===== config.mk =====
export PLATFORM = sky130hd
export DESIGN_NAME = dir_ctrl
export DESIGN_NICKNAME = d
export VERILOG_FILES = /design/src/rtl/dir_pkg.sv /design/src/rtl/dir_store.sv /design/src/rtl/dir_decide.sv /design/src/rtl/dir_tracker.sv /design/src/rtl/dir_ctrl.sv
export SDC_FILE = /design/constraint.sdc
export NUM_CORES = 1
export LEC_CHECK = 0
export BUFFER_PORTS_ARGS = -buffer_cell sky130_fd_sc_hd__buf_2
export CAP_MARGIN = 10
export CELL_PAD_IN_SITES_DETAIL_PLACEMENT = 1
export CELL_PAD_IN_SITES_GLOBAL_PLACEMENT = 1
export CORE_AREA = 5 5 204 127
export CTS_CLUSTER_SIZE = 40
export DETAILED_ROUTE_END_ITERATION = 12
export DIE_AREA = 0 0 209 132
export PLACE_DENSITY = 0.76
export SLEW_MARGIN = 20
export SYNTH_ARGS = -nofsm -noshare
export SYNTH_HDL_FRONTEND = slang
export SYNTH_SLANG_ARGS = --single-unit

===== constraint.sdc =====
create_clock -name clk -period 4.69 [get_ports clk]
set_clock_uncertainty 0.05 [all_clocks]
set_input_delay 0.469 -clock clk [delete_from_list [all_inputs] [get_ports clk]]
set_output_delay 0.469 -clock clk [all_outputs]
set_load 0.05 [all_outputs]

===== src/rtl/dir_pkg.sv =====
package dir_pkg;

   // coherence command codes placed on cmd_kind
   localparam logic [1:0] CMD_NONE    = 2'd0;
   localparam logic [1:0] CMD_INV     = 2'd1;
   localparam logic [1:0] CMD_RCL_SH  = 2'd2;
   localparam logic [1:0] CMD_RCL_INV = 2'd3;

   // what the directory decides to do with one request
   typedef enum logic [2:0] {
      ACT_FILL_SH  = 3'd0,  // reply shared from memory
      ACT_FILL_EX  = 3'd1,  // reply exclusive, no messages
      ACT_INVAL    = 3'd2,  // invalidate sharers, then exclusive
      ACT_RCL_SH   = 3'd3,  // recall owner to shared
      ACT_RCL_INV  = 3'd4   // recall and invalidate owner
   } act_e;

   function automatic logic act_needs_msg(act_e a);
      return (a == ACT_INVAL) || (a == ACT_RCL_SH) || (a == ACT_RCL_INV);
   endfunction

   function automatic logic act_is_recall(act_e a);
      return (a == ACT_RCL_SH) || (a == ACT_RCL_INV);
   endfunction

   function automatic logic [1:0] act_cmd(act_e a);
      case (a)
         ACT_INVAL:   return CMD_INV;
         ACT_RCL_SH:  return CMD_RCL_SH;
         ACT_RCL_INV: return CMD_RCL_INV;
         default:     return CMD_NONE;
      endcase
   endfunction

endpackage


===== src/rtl/dir_store.sv =====
module dir_store #(
   parameter int NPROC = 4,
   parameter int NBLK  = 16,
   parameter int BW    = (NBLK > 1) ? $clog2(NBLK) : 1
) (
   input  logic             clk,
   input  logic             rst_n,
   input  logic [BW-1:0]    ra_blk,
   output logic [NPROC-1:0] ra_pres,
   output logic             ra_dirty,
   input  logic [BW-1:0]    rb_blk,
   output logic [NPROC-1:0] rb_pres,
   output logic             rb_dirty,
   input  logic             we,
   input  logic [BW-1:0]    w_blk,
   input  logic [NPROC-1:0] w_pres,
   input  logic             w_dirty
);

   logic [NPROC-1:0] pres_a  [NBLK];
   logic             dirty_a [NBLK];

   for (genvar b = 0; b < NBLK; b++) begin : g_ent
      logic [NPROC-1:0] p_q;
      logic             d_q;
      always_ff @(posedge clk or negedge rst_n) begin
         if (!rst_n) begin
            p_q <= '0;
            d_q <= 1'b0;
         end else if (we && (w_blk == BW'(b))) begin
            p_q <= w_pres;
            d_q <= w_dirty;
         end
      end
      assign pres_a[b]  = p_q;
      assign dirty_a[b] = d_q;
   end

   assign ra_pres  = pres_a[ra_blk];
   assign ra_dirty = dirty_a[ra_blk];
   assign rb_pres  = pres_a[rb_blk];
   assign rb_dirty = dirty_a[rb_blk];

endmodule


===== src/rtl/dir_decide.sv =====
module dir_decide
   import dir_pkg::*;
#(
   parameter int NPROC = 4,
   parameter int PW    = (NPROC > 1) ? $clog2(NPROC) : 1
) (
   input  logic [NPROC-1:0] pres,
   input  logic             dirty,
   input  logic [PW-1:0]    src,
   input  logic             is_write,
   output act_e             act,
   output logic [NPROC-1:0] target,
   output logic [NPROC-1:0] new_pres,
   output logic             new_dirty
);

   logic [NPROC-1:0] src_bit;
   logic [NPROC-1:0] others;

   assign src_bit = {{(NPROC-1){1'b0}}, 1'b1} << src;
   assign others  = pres & ~src_bit;

   always_comb begin
      act       = ACT_FILL_SH;
      target    = '0;
      new_pres  = pres;
      new_dirty = dirty;
      if (dirty && ((pres & src_bit) != '0)) begin
         // requester already owns the line
         act       = ACT_FILL_EX;
         new_pres  = pres;
         new_dirty = 1'b1;
      end else if (dirty) begin
         act    = is_write ? ACT_RCL_INV : ACT_RCL_SH;
         target = pres;
      end else if (!is_write) begin
         act       = ACT_FILL_SH;
         new_pres  = pres | src_bit;
         new_dirty = 1'b0;
      end else if (others == '0) begin
         act       = ACT_FILL_EX;
         new_pres  = src_bit;
         new_dirty = 1'b1;
      end else begin
         act    = ACT_INVAL;
         target = others;
      end
   end

endmodule


===== src/rtl/dir_tracker.sv =====
module dir_tracker
   import dir_pkg::*;
#(
   parameter int NPROC = 4,
   parameter int NBLK  = 16,
   parameter int DW    = 32,
   parameter int PW    = (NPROC > 1) ? $clog2(NPROC) : 1,
   parameter int BW    = (NBLK > 1) ? $clog2(NBLK) : 1
) (
   input  logic             clk,
   input  logic             rst_n,
   input  logic             start,
   input  logic [BW-1:0]    start_blk,
   input  logic [PW-1:0]    start_src,
   input  act_e             start_act,
   input  logic [NPROC-1:0] start_mask,
   input  logic             finish,
   input  logic [NPROC-1:0] ack_valid,
   input  logic [DW-1:0]    ack_data,
   output logic             busy,
   output logic [BW-1:0]    blk,
   output logic [PW-1:0]    src,
   output act_e             act,
   output logic             pend_zero,
   output logic [NPROC-1:0] owner,
   output logic [DW-1:0]    data
);

   logic [NPROC-1:0] pend_q;

   always_ff @(posedge clk or negedge rst_n) begin
      if (!rst_n) begin
         busy   <= 1'b0;
         blk    <= '0;
         src    <= '0;
         act    <= ACT_FILL_SH;
         pend_q <= '0;
         owner  <= '0;
         data   <= '0;
      end else if (start) begin
         busy   <= 1'b1;
         blk    <= start_blk;
         src    <= start_src;
         act    <= start_act;
         pend_q <= start_mask;
         owner  <= start_mask;
         data   <= '0;
      end else if (finish) begin
         busy   <= 1'b0;
         pend_q <= '0;
      end else if (busy) begin
         pend_q <= pend_q & ~ack_valid;
         if (act_is_recall(act) && ((ack_valid & owner & pend_q) != '0))
            data <= ack_data;
      end
   end

   assign pend_zero = (pend_q == '0);

endmodule


===== src/rtl/dir_ctrl.sv =====
module dir_ctrl
   import dir_pkg::*;
#(
   parameter int NPROC = 4,
   parameter int NBLK  = 16,
   parameter int DW    = 32,
   parameter int PW    = (NPROC > 1) ? $clog2(NPROC) : 1,
   parameter int BW    = (NBLK > 1) ? $clog2(NBLK) : 1
) (
   input  logic             clk,
   input  logic             rst_n,
   input  logic             req_valid,
   input  logic             req_write,
   input  logic [PW-1:0]    req_src,
   input  logic [BW-1:0]    req_blk,
   input  logic             wb_valid,
   input  logic [PW-1:0]    wb_src,
   input  logic [BW-1:0]    wb_blk,
   input  logic [DW-1:0]    wb_data,
   input  logic [NPROC-1:0] ack_valid,
   input  logic [DW-1:0]    ack_data,
   output logic [BW-1:0]    mem_addr,
   output logic             mem_we,
   output logic [DW-1:0]    mem_wdata,
   input  logic [DW-1:0]    mem_rdata,
   output logic             rsp_valid,
   output logic [PW-1:0]    rsp_dst,
   output logic [BW-1:0]    rsp_blk,
   output logic             rsp_excl,
   output logic [DW-1:0]    rsp_data,
   output logic             nack_valid,
   output logic [PW-1:0]    nack_dst,
   output logic [BW-1:0]    nack_blk,
   output logic [NPROC-1:0] cmd_valid,
   output logic [1:0]       cmd_kind,
   output logic [BW-1:0]    cmd_blk
);

   // elaboration-time parameter checks
   if (NPROC < 2) begin : g_bad_nproc
      $error("dir_ctrl: NPROC must be at least 2");
   end
   if (NBLK < 2) begin : g_bad_nblk
      $error("dir_ctrl: NBLK must be at least 2");
   end
   if (DW < 1) begin : g_bad_dw
      $error("dir_ctrl: DW must be positive");
   end

   // ---------------------------------------------------------------
   // directory lookup and decision
   // ---------------------------------------------------------------
   logic [NPROC-1:0] a_pres, b_pres;
   logic             a_dirty, b_dirty;
   logic             dir_we;
   logic [BW-1:0]    dir_wblk;
   logic [NPROC-1:0] dir_wpres;
   logic             dir_wdirty;

   dir_store #(.NPROC(NPROC), .NBLK(NBLK), .BW(BW)) u_store (
      .clk      (clk),
      .rst_n    (rst_n),
      .ra_blk   (req_blk),
      .ra_pres  (a_pres),
      .ra_dirty (a_dirty),
      .rb_blk   (wb_blk),
      .rb_pres  (b_pres),
      .rb_dirty (b_dirty),
      .we       (dir_we),
      .w_blk    (dir_wblk),
      .w_pres   (dir_wpres),
      .w_dirty  (dir_wdirty)
   );

   act_e             req_act;
   logic [NPROC-1:0] req_target;
   logic [NPROC-1:0] req_npres;
   logic             req_ndirty;

   dir_decide #(.NPROC(NPROC), .PW(PW)) u_decide (
      .pres      (a_pres),
      .dirty     (a_dirty),
      .src       (req_src),
      .is_write  (req_write),
      .act       (req_act),
      .target    (req_target),
      .new_pres  (req_npres),
      .new_dirty (req_ndirty)
   );

   // ---------------------------------------------------------------
   // transaction tracker
   // ---------------------------------------------------------------
   logic             trk_busy;
   logic [BW-1:0]    trk_blk;
   logic [PW-1:0]    trk_src;
   act_e             trk_act;
   logic             trk_pend_zero;
   logic [NPROC-1:0] trk_owner;
   logic [DW-1:0]    trk_data;
   logic             req_start;
   logic             finish;

   dir_tracker #(.NPROC(NPROC), .NBLK(NBLK), .DW(DW), .PW(PW), .BW(BW)) u_trk (
      .clk        (clk),
      .rst_n      (rst_n),
      .start      (req_start),
      .start_blk  (req_blk),
      .start_src  (req_src),
      .start_act  (req_act),
      .start_mask (req_target),
      .finish     (finish),
      .ack_valid  (ack_valid),
      .ack_data   (ack_data),
      .busy       (trk_busy),
      .blk        (trk_blk),
      .src        (trk_src),
      .act        (trk_act),
      .pend_zero  (trk_pend_zero),
      .owner      (trk_owner),
      .data       (trk_data)
   );

   // ---------------------------------------------------------------
   // arbitration: write-back > completion > new request
   // ---------------------------------------------------------------
   logic wb_hit;
   logic port_taken;
   logic req_needs_msg;
   logic req_nack;
   logic req_fill;
   logic [NPROC-1:0] trk_src_bit;

   assign wb_hit = wb_valid && b_dirty && ((b_pres >> wb_src) & {{(NPROC-1){1'b0}}, 1'b1}) != '0
                   && !(trk_busy && (wb_blk == trk_blk));
   assign finish        = trk_busy && trk_pend_zero && !wb_hit;
   assign port_taken    = wb_hit || finish;
   assign req_needs_msg = act_needs_msg(req_act);

   assign req_nack = req_valid &&
                     ((trk_busy && (req_blk == trk_blk)) ||
                      (wb_valid && (wb_blk == req_blk)) ||
                      (req_needs_msg && trk_busy) ||
                      (!req_needs_msg && port_taken));
   assign req_fill  = req_valid && !req_nack && !req_needs_msg;
   assign req_start = req_valid && !req_nack && req_needs_msg;

   assign trk_src_bit = {{(NPROC-1){1'b0}}, 1'b1} << trk_src;

   // memory port
   always_comb begin
      if (wb_hit) begin
         mem_addr  = wb_blk;
         mem_we    = 1'b1;
         mem_wdata = wb_data;
      end else if (finish) begin
         mem_addr  = trk_blk;
         mem_we    = act_is_recall(trk_act);
         mem_wdata = trk_data;
      end else begin
         mem_addr  = req_blk;
         mem_we    = 1'b0;
         mem_wdata = wb_data;
      end
   end

   // directory write port (one writer per cycle by construction of arbitration)
   always_comb begin
      dir_we     = 1'b0;
      dir_wblk   = req_blk;
      dir_wpres  = req_npres;
      dir_wdirty = req_ndirty;
      if (wb_hit) begin
         dir_we     = 1'b1;
         dir_wblk   = wb_blk;
         dir_wpres  = '0;
         dir_wdirty = 1'b0;
      end else if (finish) begin
         dir_we   = 1'b1;
         dir_wblk = trk_blk;
         if (trk_act == ACT_RCL_SH) begin
            dir_wpres  = trk_owner | trk_src_bit;
            dir_wdirty = 1'b0;
         end else begin
            dir_wpres  = trk_src_bit;
            dir_wdirty = 1'b1;
         end
      end else if (req_fill) begin
         dir_we = 1'b1;
      end
   end

   // ---------------------------------------------------------------
   // registered outputs
   // ---------------------------------------------------------------
   always_ff @(posedge clk or negedge rst_n) begin
      if (!rst_n) begin
         rsp_valid  <= 1'b0;
         rsp_dst    <= '0;
         rsp_blk    <= '0;
         rsp_excl   <= 1'b0;
         rsp_data   <= '0;
         nack_valid <= 1'b0;
         nack_dst   <= '0;
         nack_blk   <= '0;
         cmd_valid  <= '0;
         cmd_kind   <= CMD_NONE;
         cmd_blk    <= '0;
      end else begin
         rsp_valid <= finish || req_fill;
         if (finish) begin
            rsp_dst  <= trk_src;
            rsp_blk  <= trk_blk;
            rsp_excl <= (trk_act != ACT_RCL_SH);
            rsp_data <= act_is_recall(trk_act) ? trk_data : mem_rdata;
         end else if (req_fill) begin
            rsp_dst  <= req_src;
            rsp_blk  <= req_blk;
            rsp_excl <= (req_act == ACT_FILL_EX);
            rsp_data <= mem_rdata;
         end

         nack_valid <= req_nack;
         if (req_nack) begin
            nack_dst <= req_src;
            nack_blk <= req_blk;
         end

         cmd_valid <= req_start ? req_target : '0;
         cmd_kind  <= req_start ? act_cmd(req_act) : CMD_NONE;
         if (req_start)
            cmd_blk <= req_blk;
      end
   end

endmodule


==> results of run 1 <==
where the power goes:
part	switching, mW	internal, mW	total, mW
clock network	0.667	0.932	1.60
registers	0.567	2.19	2.76
logic	3.24	1.54	4.78
routing by layer:
metal	vias to the layer above	routed length (um)
met2	361	14820
met1	4361	16450
met5	-	41
met3	36	3475
met4	6	350
li1	3752	-
area by class of cell:
class	instances	share of cell area [%]
Clock inverter	12	1.547
Clock buffer	20	3.763
Timing Repair Buffer	234	10.53
Inverter	13	0.4021
Antenna cell	1	0.02062
Tap cell	322	3.320
Sequential cell	183	37.74
Multi-Input combinational cell	682	42.68
path summary, 6_finish.rpt:
check                                                       to  slack [ns]  cells past startpoint
hold reg to reg                        nack_dst[0]$_DFFE_PN0P_        0.46                      1
setup reg to reg           u_store.g_ent[6].p_q[2]$_DFFE_PN0P_        1.05                     10
min in group clk                     u_trk.data[7]$_DFFE_PN0P_        0.22                      3
hold / removal                u_store.g_ent[4].d_q$_DFFE_PN0P_        0.08                      1
max in group asynchronous  u_store.g_ent[8].p_q[1]$_DFFE_PN0P_        3.34                      2
setup / recovery                                   mem_addr[3]        0.52                     10
kinds of logic after synthesis:
group,Yosys count,share of synthesized area (%)
AND/OR/NAND/NOR,323,14.38
multiplexers,212,25.73
flip-flops,183,45.33
AO/OA/AOI/OAI,135,9.734
buffers and inverters,84,3.790
XOR/XNOR,12,1.040
metrics by stage:
step           cells  power [mW]
3_3_place_gp    1434       7.380
6_report        1467       9.139
4_1_cts         1466       9.155
3_5_place_dp    1434       7.521
2_1_floorplan    949       6.005
5_1_grt         1467       9.598
state kept, by name, indices dropped and copies added, names as in the netlist, 2 cells and up:
name               count
u_trk.blk              4
u_store.g_ent.d_q     16
rsp_data              32
cmd_valid              4
cmd_kind               2
u_store.g_ent.p_q     64
rsp_dst                2
u_trk.owner            4
u_trk.act              3
nack_dst               2
nack_blk               4
u_trk.src              2
u_trk.data            32
rsp_blk                4
u_trk.pend_q           4
critical path, stage by stage:
cell and delay (ns):
buf_2 0.56, mux4_2 0.33, mux2_2 0.19, o2111ai_1 0.12
a211o_1 0.35, a21oi_4 0.15, buf_4 0.40, nand2_1 0.46
and2_1 0.35, buf_2 0.22
layout by cell type (no fill, tap or decap), types with 11 or more instances in the layout:
master	instances
o2bb2ai_1	14
o21ai_0	11
nand3_1	11
clkbuf_16	17
mux2_2	90
buf_2	209
nand2_1	154
inv_1	12
buf_4	21
nor3_1	12
mux2i_1	91
dfrtp_1	183
nor2_1	86
mux4_2	29
a21oi_1	44
==> out/qor.yml, run 1 <==
max_slew.worst_pin.slew_ns: 1.065
min_period_ns: 4.168
routed_wl_mm: 35.14
seq_area_frac_synth_pct: 45.33
worst_slack_ns: 0.5223
status: "complete, no violations"
rr_startpoint: "u_store.g_ent[15].p_q[2]$_DFFE_PN0P_"
cts_tree: "done"
utilization_pct: 51.03
clk_latency_ns: 0.44
crit_start: "wb_blk[2]"
die_area_um2: 27590
gp_congestion: 0.9233
clock_path_buffers: 2
use_met1_pct: 38.62
slew_viol_final: 0
rsz0062_at_grt: "false"
routedWlPerCell_um: 23.95
crit_path_max_fanout: 31
ys_warn_count: 0
grt_max_degree: 105
firstDrtPassIters: 5
synth_top_cell_area_share_pct: 45.33
ys_ff_latch: 183
vias: 8516
ys_top_cells_by_area: "dfrtp_1, mux2_2, mux2i_1"
globalRouteMet2Util_pct: 35.29
hold_violations: 0
met3_usage_pct: 8.228
arrival_ns: 3.65
grt_pass1_wl_mm: 54.49
clk_pin_slew_ns: 0.08
initial_utilization_pct: 42.48
ys_top_cells_by_count: "dfrtp_1, nand2_1, mux2i_1"
h-tree-depth: 4
cp_data_required_time_ns: 4.17
drive_gt1_share_pct: 36.54
mappedNetlistArea_um2: 10100
die_w_um: 209
fin_setup_tns_ns: 0
final_antenna_net_count: 0
clock.fmax_mhz: 239.9
hold_path.class: "primary input to async pin"
numCtsBuffers: 17
rows: 44
synth_ff_type: "dfrtp_1"
crit_path_start_kind: "primary input"
criticalPathCategory: "primary input to primary output"
drc: 0
layout.nets: 1248
cts_sinks: 183
placed_area_um2: 11490
slew_headroom_pct: 29.00
hold_buffers: 0
end_kind: "primary output"
syn_inst: 949
synth_edf_count: 0
fin_crit_sh_pct: 88.86
syn_nets: 1066
register_area_um2: 4579
final_area_um2: 12140
pre_cts_slack_ns: 0.4026
avgSynthCellArea_um2: 10.65
die_h_um: 132
synthArstFlopShare_pct: 100.0
overflow: 0
yosysTopAreaCell: "dfrtp_1"
postCtsSetupRepairBufs: 0
core_area_um2: 23780
grt.busiest_layer: "met1"
fillers: 2686
grt.total_usage_pct: 25.42
timing.hold.ws_ns: 0.08438
ys_types: 65
maxCapViolCount: 0
boundaryPins: 211
multi_input_area_um2: 5180
setup_viol: 0
first_global_vias: 8759
post_cts_resized: 0
power.density_nw_per_um2: 753.1
synth.most_common_cell: "dfrtp_1"
cts_root_buf: "clkbuf_16"
vdd_drop_max_v: 0.0003573
drt_iter0_markers: 652
vias_per_cell: 5.805
hpwl_mm: 25.99
antenna_found_initial: 4
p_leak_nw: 5.594
portBuffers: 210
area_growth_pct: 20.11
No activity file was read; power rests on OpenSTA's default activity.
==> inputs of run 2 (changes only) <==
--- a/config.mk
+++ b/config.mk
@@ -13,8 +13,10 @@
 export CTS_CLUSTER_SIZE = 40
 export DETAILED_ROUTE_END_ITERATION = 12
 export DIE_AREA = 0 0 209 132
+export GPL_ROUTABILITY_DRIVEN = 0
 export PLACE_DENSITY = 0.76
 export SLEW_MARGIN = 20
 export SYNTH_ARGS = -nofsm -noshare
 export SYNTH_HDL_FRONTEND = slang
+export SYNTH_HIERARCHICAL = 1
 export SYNTH_SLANG_ARGS = --single-unit
==> run 2 against run 1 <==
Against the previous run:
- routed wire length shrank 2.3%
- maximum frequency shrank 6.5%
- critical path depth grew 6
- critical path type is now primary input to register
- cell count shrank 0.82%
- clock-buffer cell count shrank 2
- design area grew 3.0%
- combinational power grew 5.9%
- total power grew 1.6%
- register-to-register slack lost 0.81 ns
==> out/qor.yml, run 2 <==
end_kind: "register"
hold_buffers: 0  # unchanged
boundaryPins: 211  # unchanged
area_growth_pct: 21.98
h-tree-depth: 4  # unchanged
fillers: 2614  # -2.7%
slowest_delay_ns: 0.56  # about the same
cp_data_required_time_ns: 4.97  # +0.80 ns
placed_area_um2: 11920  # +3.8%
hold_violations: 0  # unchanged
grt.total_usage_pct: 24.98  # -0.44 points
setup_viol: 0  # unchanged
synth_ff_type: "dfrtp_1"
ff2ff_setup_slack_ns: 0.24  # -0.81 ns
ys_top_cells_by_count: "dfrtp_1, nand2_1, mux2_2"
power.density_nw_per_um2: 742.9  # -1.4%
final_area_um2: 12500  # +3.0%
largest_register_ffs: 64  # unchanged
crit_path_start_kind: "primary input"
syn_nets: 1009  # -5.3%
worst_slack_ns: 0.2344  # -0.2879 ns
intPower_mw: 4.819  # +3.2%
final_common_cell: "buf_2"
grt_pass1_wl_mm: 53.81  # -1.2%
clkPwrFrac_pct: 15.3  # -2.2 points
timing.hold.ws_ns: 0.02193  # -0.06245 ns
cp_cell_sequence: "buf_2 > buf_4 > mux4_2 > nand2_1 > nand3_1 > nor3_1 > a21oi_1 > a211oi_1 > nor2_1 > a211oi_1 > o31ai_1 > o211ai_1 > buf_4 > nand3b_1 > or3_1 > mux2_2"
post_cts_resized: 0  # unchanged
rows: 44  # unchanged
mappedNetlistArea_um2: 10250  # +1.4%
avgSynthCellArea_um2: 11.49  # +7.9%
ys_types: 55  # -15%
die_h_um: 132  # unchanged
core_area_um2: 23780  # unchanged
overflow: 0  # unchanged
p_switching_mw: 4.469  # about the same
max_slew.worst_pin.slew_ns: 0.9297  # -0.1353 ns
min_period_ns: 4.456  # +0.2879 ns
postCtsSetupRepairBufs: 0  # unchanged
reg2reg_to: "u_store/g_ent[4].d_q$_DFFE_PN0P_"
syn_inst: 892  # -6.0%
status: "complete, no violations"
clk_latency_ns: 0.45  # about the same
routedWlPerCell_um: 23.60  # -1.5%
die_area_um2: 27590  # unchanged
critPathTopFamily: "simple AND/OR/NAND/NOR gates"
cpMaxStageDelayCell: "a211oi_1"
cp.buffers_inverters: 3  # unchanged
clock.fmax_mhz: 224.4  # -6.5%
rr_startpoint: "u_store/g_ent[3].p_q[2]$_DFFE_PN0P_"
routed_wl_mm: 34.33  # -2.3%
seqPwrFrac_pct: 30.2  # about the same
fin_crit_sh_pct: 95.00  # +6.1 points
swShare_pct: 48.11  # -0.80 points
crit_path_max_fanout: 17  # -45%
vdd_drop_max_v: 0.0004480  # +25%
synth_edf_count: 0  # unchanged
p_comb_share_pct: 54.5  # +2.2 points
cts_tree: "done"
synth.most_common_cell: "dfrtp_1"
slew_viol_final: 0  # unchanged
clock_path_buffers: 2  # unchanged
synth_top_cell_area_share_pct: 45.65  # +0.33 points
yosysTopAreaCell: "dfrtp_1"
hold_path.class: "primary input to async pin"
cts_sinks: 187  # +2.2%
firstDrtPassIters: 7  # +2
vias: 8480  # -0.42%
drc: 0  # unchanged
top_register: "u_store/g_ent.p_q"
final_antenna_net_count: 0  # unchanged
grt_max_degree: 107  # +1.9%
seq_area_frac_synth_pct: 45.65  # +0.33 points
drt_iter0_markers: 688  # +5.5%
ys_warn_count: 6  # +6
clk_pin_slew_ns: 0.07  # about the same
numCtsBuffers: 17  # unchanged
maxCapViolCount: 0  # unchanged
ys_ff_latch: 187  # +2.2%
drive_gt1_share_pct: 40.28  # +3.7 points
cts_root_buf: "clkbuf_16"
arrival_ns: 4.74  # +1.09 ns
rsz0062_at_grt: "false"
antenna_found_initial: 3  # -1
final_cell_mix: "buf_2, dfrtp_1, nand2_1"
initial_utilization_pct: 43.10  # +0.62 points
portBuffers: 210  # unchanged
layout.nets: 1236  # -0.96%
first_global_vias: 8852  # +1.1%
reg.largest.list: "u_store/g_ent.p_q (64), rsp_data (32), u_trk/data (32)"
pre_cts_slack_ns: -0.09502  # -0.4976 ns
die_w_um: 209  # unchanged
reg2reg_depth: 14  # +4
hpwl_mm: 24.87  # -4.3%
p_leak_nw: 5.592  # about the same
criticalPathCategory: "primary input to register"
ys_top_cells_by_area: "dfrtp_1, mux2_2, mux4_2"
slew_headroom_pct: 38.02  # +9.0 points
synthArstFlopShare_pct: 100.0  # unchanged
vias_per_cell: 5.828  # +0.40%
run 2: how the worst max path moves through the flow:
stage	start	to	depth (start not counted)
after floorplan	wb_blk[0]	u_store/g_ent[11].d_q$_DFFE_PN0P_	14
after global placement	req_blk[0]	u_store/g_ent[3].p_q[1]$_DFFE_PN0P_	18
after detailed placement	req_blk[1]	u_store/g_ent[3].p_q[3]$_DFFE_PN0P_	16
after CTS	u_store/g_ent[3].p_q[3]$_DFFE_PN0P_	u_store/g_ent[4].d_q$_DFFE_PN0P_	14
after global routing	u_store/g_ent[3].p_q[3]$_DFFE_PN0P_	u_store/g_ent[3].p_q[1]$_DFFE_PN0P_	14
final	req_blk[1]	u_store/g_ent[4].d_q$_DFFE_PN0P_	16
run 2: through the flow:
step | total power [mW] | TNS [ns] | utilization, % | instances
floorplan | 6.138 | -0.004567 | - | 892
detailed placement | 7.833 | -1.310 | 50.13 | 1422
global placement | 7.681 | 0 | 50.13 | 1422
CTS | 9.293 | 0 | 52.56 | 1454
finish | 9.288 | 0 | 52.57 | 1455
global route | 9.733 | 0 | 52.57 | 1455
run 2: per-layer routing:
layer  up-vias  track usage [%]  routed length (um)
met5         -                0                  23
met1      4403            38.48               16470
met4         4            6.157                 537
met2       303            35.65               15040
li1       3730                -                   -
met3        40            5.731                2263
run 2: layout make-up:
cell class	instances	area (um^2)	area share (%)
multi-input cells	636	5271	42.16
inverters	15	56.30	0.4503
flip-flops and latches	187	4679	37.43
clock inverters	14	138.9	1.111
clock buffers	18	439.2	3.512
diodes	1	2.502	0.02001
repair buffers	262	1513	12.10
well taps	322	402.9	3.222
run 2: kinds of logic after synthesis:
logic type,Yosys count,share of synthesized area (%)
AND/OR/NAND/NOR,311,14.88
flip-flops,187,45.65
multiplexers,179,23.74
AO/OA/AOI/OAI,132,11.27
buffers and inverters,69,3.259
XOR/XNOR,14,1.196
run 2: power by group through the flow:
stage	logic, mW	clock network (mW)	registers, mW
global route	5.33	1.54	2.86
CTS	5.05	1.47	2.78
global placement	4.91	0	2.77
detailed placement	5.04	0	2.80
finish	5.06	1.43	2.80
floorplan	2.78	0	3.36
run 2: worst register-to-register path: cells and delay by family, from the launching register on:
family	cells	cell delay, ns
DFF	1	0.42
AOI/OAI and AO/OA	6	1.53
and+or+nand+nor	5	1.33
buffers and inverters	1	0.18
muxes	2	0.80
